===== src/rtl/pcseq_pkg.sv =====
// pcseq_pkg: shared sizes and the transfer request encoding.
// Assumes the decoder drives xfer_req with one of these codes.
package pcseq_pkg;
    localparam int PC_W_DEF   = 11;
    localparam int BYTE_W_DEF = 8;
    localparam int N_IRQ_DEF  = 4;
    localparam int VEC_STEP_DEF = 4;

    typedef enum logic [2:0] {
        XF_NONE = 3'd0,
        XF_SKIP = 3'd1,
        XF_LOWB = 3'd2,
        XF_JUMP = 3'd3,
        XF_CALL = 3'd4,
        XF_RET  = 3'd5
    } xfer_e;
endpackage


===== src/rtl/pcseq_irq_pick.sv =====
// pcseq_irq_pick: fixed-priority pick among interrupt requests.
// Lowest index wins. Vector of index i is (i+1)*VEC_STEP.
// Assumes N_IRQ*VEC_STEP fits in PC_W bits.
module pcseq_irq_pick #(
    parameter int N_IRQ    = 4,
    parameter int PC_W     = 11,
    parameter int VEC_STEP = 4
) (
    input  logic [N_IRQ-1:0] req,
    output logic             hit,
    output logic [N_IRQ-1:0] onehot,
    output logic [PC_W-1:0]  vector
);
    logic [PC_W-1:0] vec_tab [N_IRQ];

    // One constant vector per source.
    for (genvar i = 0; i < N_IRQ; i++) begin : g_vec
        assign vec_tab[i] = PC_W'((i + 1) * VEC_STEP);
    end

    // Scan from the lowest priority up so that the lowest set index is kept.
    always_comb begin
        hit    = 1'b0;
        onehot = '0;
        vector = '0;
        for (int i = N_IRQ - 1; i >= 0; i--) begin
            if (req[i]) begin
                hit    = 1'b1;
                onehot = N_IRQ'(1) << i;
                vector = vec_tab[i];
            end
        end
    end
endmodule


===== src/rtl/pcseq_next_sel.sv =====
// pcseq_next_sel: chooses the next fetch address for one strobe.
// Assumes: interrupt pick already done. During the dummy cycle all requests
// are dropped and the address just steps by one.
module pcseq_next_sel
    import pcseq_pkg::*;
#(
    parameter int PC_W   = 11,
    parameter int BYTE_W = 8
) (
    input  logic [PC_W-1:0]   pc_cur,
    input  logic              in_dummy,
    input  logic [2:0]        kind,
    input  logic [PC_W-1:0]   operand,
    input  logic [BYTE_W-1:0] wr_data,
    input  logic [PC_W-1:0]   stack_top,
    input  logic              irq_hit,
    input  logic [PC_W-1:0]   irq_vec,
    output logic [PC_W-1:0]   pc_next,
    output logic              is_xfer,
    output logic              want_push,
    output logic              irq_take
);
    localparam int HI_W = PC_W - BYTE_W;

    logic [PC_W-1:0] pc_inc;
    logic [PC_W-1:0] pc_skip;
    logic [PC_W-1:0] pc_page;

    // Candidate addresses.
    always_comb begin
        pc_inc  = pc_cur + PC_W'(1);
        pc_skip = pc_cur + PC_W'(2);
        pc_page = {pc_cur[PC_W-1 -: HI_W], wr_data};
    end

    // Priority: interrupt, then decoded request, then increment.
    always_comb begin
        pc_next   = pc_inc;
        is_xfer   = 1'b0;
        want_push = 1'b0;
        irq_take  = 1'b0;
        if (!in_dummy) begin
            if (irq_hit) begin
                pc_next   = irq_vec;
                is_xfer   = 1'b1;
                want_push = 1'b1;
                irq_take  = 1'b1;
            end else begin
                case (kind)
                    XF_SKIP: begin pc_next = pc_skip;   is_xfer = 1'b1; end
                    XF_LOWB: begin pc_next = pc_page;   is_xfer = 1'b1; end
                    XF_JUMP: begin pc_next = operand;   is_xfer = 1'b1; end
                    XF_CALL: begin
                        pc_next   = operand;
                        is_xfer   = 1'b1;
                        want_push = 1'b1;
                    end
                    XF_RET:  begin pc_next = stack_top; is_xfer = 1'b1; end
                    default: begin pc_next = pc_inc; end
                endcase
            end
        end
    end
endmodule


===== src/rtl/pcseq_pc_reg.sv =====
// pcseq_pc_reg: the program counter and the dummy-cycle flag.
// Assumes cyc_stb is a one-clock pulse per instruction cycle; reset is
// synchronous and active low.
module pcseq_pc_reg #(
    parameter int PC_W = 11
) (
    input  logic            clk,
    input  logic            rst_n,
    input  logic            cyc_stb,
    input  logic [PC_W-1:0] pc_next,
    input  logic            is_xfer,
    output logic [PC_W-1:0] pc_q,
    output logic            dummy_q
);
    // Load the new address and dummy flag on each strobe.
    always_ff @(posedge clk) begin
        if (!rst_n) begin
            pc_q    <= '0;
            dummy_q <= 1'b0;
        end else if (cyc_stb) begin
            pc_q    <= pc_next;
            dummy_q <= is_xfer;
        end
    end


    reset_zero_chk: assert property (@(posedge clk)
        !rst_n |=> (pc_q == '0 && !dummy_q));


    hold_between_chk: assert property (@(posedge clk) disable iff (!rst_n)
        !cyc_stb |=> ($stable(pc_q) && $stable(dummy_q)));


    dummy_ends_chk: assert property (@(posedge clk) disable iff (!rst_n)
        (cyc_stb && dummy_q) |=> (!dummy_q && pc_q == $past(pc_q) + PC_W'(1)));
endmodule


===== src/rtl/pc_sequencer.sv =====
// pc_sequencer: program counter unit of a small microcontroller core.
// Picks the next fetch address each instruction-cycle strobe, inserts a
// dummy cycle after every transfer and offers the return address to the stack.
// Assumes an external decoder, stack and interrupt enable logic.
module pc_sequencer
    import pcseq_pkg::*;
#(
    parameter int PC_W     = PC_W_DEF,
    parameter int BYTE_W   = BYTE_W_DEF,
    parameter int N_IRQ    = N_IRQ_DEF,
    parameter int VEC_STEP = VEC_STEP_DEF
) (
    input  logic              clk,
    input  logic              rst_n,
    input  logic              cyc_stb,
    input  logic [2:0]        xfer_req,
    input  logic [PC_W-1:0]   operand,
    input  logic [BYTE_W-1:0] wr_data,
    input  logic [PC_W-1:0]   stack_top,
    input  logic [N_IRQ-1:0]  irq_req,
    output logic [PC_W-1:0]   pc,
    output logic [BYTE_W-1:0] pc_low,
    output logic              flush,
    output logic [N_IRQ-1:0]  irq_ack,
    output logic              push_en,
    output logic [PC_W-1:0]   push_addr
);
    logic              irq_hit;
    logic [N_IRQ-1:0]  irq_onehot;
    logic [PC_W-1:0]   irq_vec;
    logic [PC_W-1:0]   pc_next;
    logic              is_xfer;
    logic              want_push;
    logic              irq_take;
    logic [PC_W-1:0]   pc_q;
    logic              dummy_q;

    pcseq_irq_pick #(.N_IRQ(N_IRQ), .PC_W(PC_W), .VEC_STEP(VEC_STEP)) pick_i (
        .req    (irq_req),
        .hit    (irq_hit),
        .onehot (irq_onehot),
        .vector (irq_vec)
    );

    pcseq_next_sel #(.PC_W(PC_W), .BYTE_W(BYTE_W)) sel_i (
        .pc_cur    (pc_q),
        .in_dummy  (dummy_q),
        .kind      (xfer_req),
        .operand   (operand),
        .wr_data   (wr_data),
        .stack_top (stack_top),
        .irq_hit   (irq_hit),
        .irq_vec   (irq_vec),
        .pc_next   (pc_next),
        .is_xfer   (is_xfer),
        .want_push (want_push),
        .irq_take  (irq_take)
    );

    pcseq_pc_reg #(.PC_W(PC_W)) reg_i (
        .clk     (clk),
        .rst_n   (rst_n),
        .cyc_stb (cyc_stb),
        .pc_next (pc_next),
        .is_xfer (is_xfer),
        .pc_q    (pc_q),
        .dummy_q (dummy_q)
    );

    // Drive outputs; side effects only in a live strobe cycle.
    always_comb begin
        pc        = pc_q;
        pc_low    = pc_q[BYTE_W-1:0];
        flush     = dummy_q;
        push_addr = pc_q;
        push_en   = rst_n && cyc_stb && want_push;
        irq_ack   = (rst_n && cyc_stb && irq_take) ? irq_onehot : '0;
    end


    ack_onehot_chk: assert property (@(posedge clk) disable iff (!rst_n)
        $onehot0(irq_ack));


    idle_quiet_chk: assert property (@(posedge clk) disable iff (!rst_n)
        !cyc_stb |-> (irq_ack == '0 && !push_en));


    push_flush_chk: assert property (@(posedge clk) disable iff (!rst_n)
        push_en |=> flush);


    page_keep_chk: assert property (@(posedge clk) disable iff (!rst_n)
        (cyc_stb && !flush && irq_req == '0 && xfer_req == XF_LOWB)
        |=> (pc == {$past(pc[PC_W-1:BYTE_W]), $past(wr_data)}));


    irq_flush_chk: assert property (@(posedge clk) disable iff (!rst_n)
        (cyc_stb && !flush && irq_req != '0) |=> (flush && pc[1:0] == 2'b00));
endmodule


===== config.mk =====
export PLATFORM = sky130hd
export DESIGN_NAME = pc_sequencer
export DESIGN_NICKNAME = d
export VERILOG_FILES = /design/src/rtl/pcseq_pkg.sv /design/src/rtl/pcseq_irq_pick.sv /design/src/rtl/pcseq_next_sel.sv /design/src/rtl/pcseq_pc_reg.sv /design/src/rtl/pc_sequencer.sv
export SDC_FILE = /design/constraint.sdc
export NUM_CORES = 1
export LEC_CHECK = 0
export ABC_AREA = 1
export BUFFER_PORTS_ARGS = -buffer_cell sky130_fd_sc_hd__buf_2
export CAP_MARGIN = 20
export CORE_MARGIN = 1.5
export CORE_UTILIZATION = 41
export CTS_BUF_LIST = sky130_fd_sc_hd__clkbuf_8 sky130_fd_sc_hd__clkbuf_16
export DETAILED_ROUTE_END_ITERATION = 6
export PLACE_DENSITY = 0.78
export SYNTH_ARGS = -nofsm -noshare
export SYNTH_HDL_FRONTEND = slang
export SYNTH_SLANG_ARGS = --single-unit

===== constraint.sdc =====
create_clock -name clk -period 4.5 [get_ports clk]
set_clock_uncertainty 0.2 [all_clocks]
set_input_delay 0.675 -clock clk [delete_from_list [all_inputs] [get_ports clk]]
set_output_delay 0.675 -clock clk [all_outputs]
set_load 0.03 [all_outputs]

==> impl_metrics.toml <==
[layout]
nets = 371
drive_gt1_frac = 0.341
final_cell_mix = "75 x nand2_1, 75 x buf_2, 29 x inv_1, 25 x nand3_1, 19 x nor2_1"
diodes = 0
fillers = 400
multi_input_area_sq_um = 1090
final_area_sq_um = 1950
register_area_sq_um = 240
instances_no_fill = 376
final_util = 0.521
syn2layout_area_growth_pct = 19.9

[global_route]
grtUsageTotal = 0.224
grt_pass1_vias = 1788
grt_remaining_overflow = 0
antenna_found_initial = 0
grt_pass1_wl_microns = 7730
grt_max_degree = 12

[floorplan]
dieArea_sq_um = 4360
chipWidth_microns = 66.0
start_util = 0.435
io_pins = 76
rows = 22
die_y_microns = 66.0
coreArea_sq_um = 3740

[synthesis]
synthXorXnorAreaFrac = 0.0269
avgSynthCellArea_sq_um = 6.01
synthCells = 271
synth_top_family_by_area = "simple AND/OR/NAND/NOR gates"
synth_cell_types = 31
syn_area_sq_um = 1630
yosys.area_share.simple = 0.467
ys_seq_area_frac = 0.148
ys_seq_elements = 12
yosysWarnings = 0
muxShareOfSynthArea = 0
synth-adder-area-share = 0.0154
syn-num-nets = 313
synth_compound_area_frac = 0.163

[timing]
holdWs_ns = 0.411
finalMaxSlewViolations = 0
final_hold_viol_count = 0
fmax_ghz = 0.362
fin_crit_ns = 2.76
worst_pin_slew_ns = 0.423
timing.final.crit_share = 0.614
tns_ns = 0
slew_headroom = 0.718
setup_violations = 0
rsz0062_at_grt = "false"

[placement]
post_dp_cell_area_sq_um = 1900
portBuffers = 75
place_inst = 372
place.gp.congestion = 0.928
dp_hpwl_microns = 3590

[min_path]
min_to = "reg_i.pc_q[10]$_SDFFE_PN0P_"
worstHoldPathCells = 2
worstHoldStart = "reg_i.pc_q[10]$_SDFFE_PN0P_"
min_path_type = "reg2reg"

[drt]
ant_nets = 0
via_per_inst = 5.09
wirelength_microns = 4530
drcViolationCount = 0
drt-initial-drc-count = 112
num_vias = 1914
wire_per_inst_microns = 12.1
drtPass1Iterations = 5

[worst_setup_path]
cpMaxStageDelayCell = "buf_2"
critPathArrivalTime_ns = 1.89
regToRegEndpoint = "reg_i.pc_q[7]$_SDFFE_PN0P_"
crit_required_ns = 3.62
crit_family = "buffers and inverters"
reg2reg_depth = 10
crit_buf_inv = 4
r2r-start = "reg_i.pc_q[2]$_SDFFE_PN0P_"
path_cells = "buf_2 > inv_1 > nor2_1 > inv_1 > nor2_1 > nand2_1 > nor3_1 > buf_2"
cp-end-kind = "output port"
crit_type = "in2out"
cp_max_fo = 11
critPathLaunchType = "input pin"
slowest_delay_ns = 0.22
reg2reg_slack_ns = 2.69

[cts]
post-cts-setup-buffers = 0
cts_made_buffers = 3
clockBufferDepth = 2
cts.sinks = 12
cts_tree = "done"
clk_pin_slew_ns = 0.05
htree_levels = 1
cts_hold_buf = 0
ctsResizeCount = 0
insertion_delay_ns = 0.25
cts_root_buf = "clkbuf_8"

[power]
pwr_density_cell_nw_per_um2 = 188
ir_drop_uv = 110
p_leak_nw = 1.09

[outcome]
status = "completed"

[run]
cap_violations = 0
## per-stage QoR
step | power (W) | setup slack [ns]
after CTS | 0.000366 | 1.74
after floorplan | 0.000213 | 1.82
after detailed placement | 0.000248 | 1.75
final | 0.000367 | 1.74
after global placement | 0.000246 | 1.79
after global routing | 0.000388 | 1.57
## synth_stat cells (all sizes together)
cell type / instances / area [sq um]
a31oi: 1 / 6.26
nor3: 2 / 10.0
dfxtp: 12 / 240
buf: 22 / 166
o21a: 1 / 7.51
nand3b: 1 / 20.0
xnor2: 1 / 8.76
o31ai: 1 / 7.51
nand4: 8 / 50.1
nand3: 25 / 125
or2: 1 / 6.26
a21oi: 16 / 80.1
a22oi: 3 / 22.5
nand2: 84 / 358
o21bai: 1 / 7.51
a211oi: 1 / 7.51
inv: 34 / 128
xor2: 4 / 35.0
ha: 2 / 25.0
nor2: 31 / 190
o21ai: 20 / 126
## layer usage
layer	share of wire	track usage
met5	0	0
met4	0.014	0.0816
met3	0.076	0.0392
met2	0.47	0.380
met1	0.44	0.283
## power by group
part,internal (W),switching [W],total (W)
logic,0.0000423,0.0000821,0.000124
clock network,0.0000774,0.0000429,0.000120
registers,0.000111,0.0000108,0.000122
## logic make-up after synthesis
group	after synthesis
fa+ha+maj	2
compound gates	44
simple gates	152
flops	12
buf+inv	56
xor+xnor	5
## how the worst max path moves through the flow
stage / from / to / cells past startpoint
2_1_floorplan: cyc_stb / irq_ack[1] / 6
3_3_place_gp: cyc_stb / irq_ack[1] / 8
3_5_place_dp: cyc_stb / irq_ack[1] / 8
4_1_cts: cyc_stb / irq_ack[2] / 8
5_1_grt: cyc_stb / push_en / 8
6_report: cyc_stb / irq_ack[2] / 8
## layout make-up
class | instances | area share
flip-flops and latches | 12 | 0.123
multi-input cells | 203 | 0.560
well taps | 48 | 0.0308
repair buffers | 75 | 0.192
clock buffers | 4 | 0.0282
inverters | 34 | 0.0654
## sequential cells by signal, summed over array words and instances, names as in the netlist
| signal | count |
|---|---|
| reg_i.dummy_q | 1 |
| reg_i.pc_q | 11 |
## worst min-delay path, delay by kind of cell, from the launching register on
| kind | cells | cell delay (ns) |
|---|---|---|
| flip-flops | 1 | 0.35 |
| AO/OA/AOI/OAI | 2 | 0.22 |
Power figures use the tool's default switching activity.
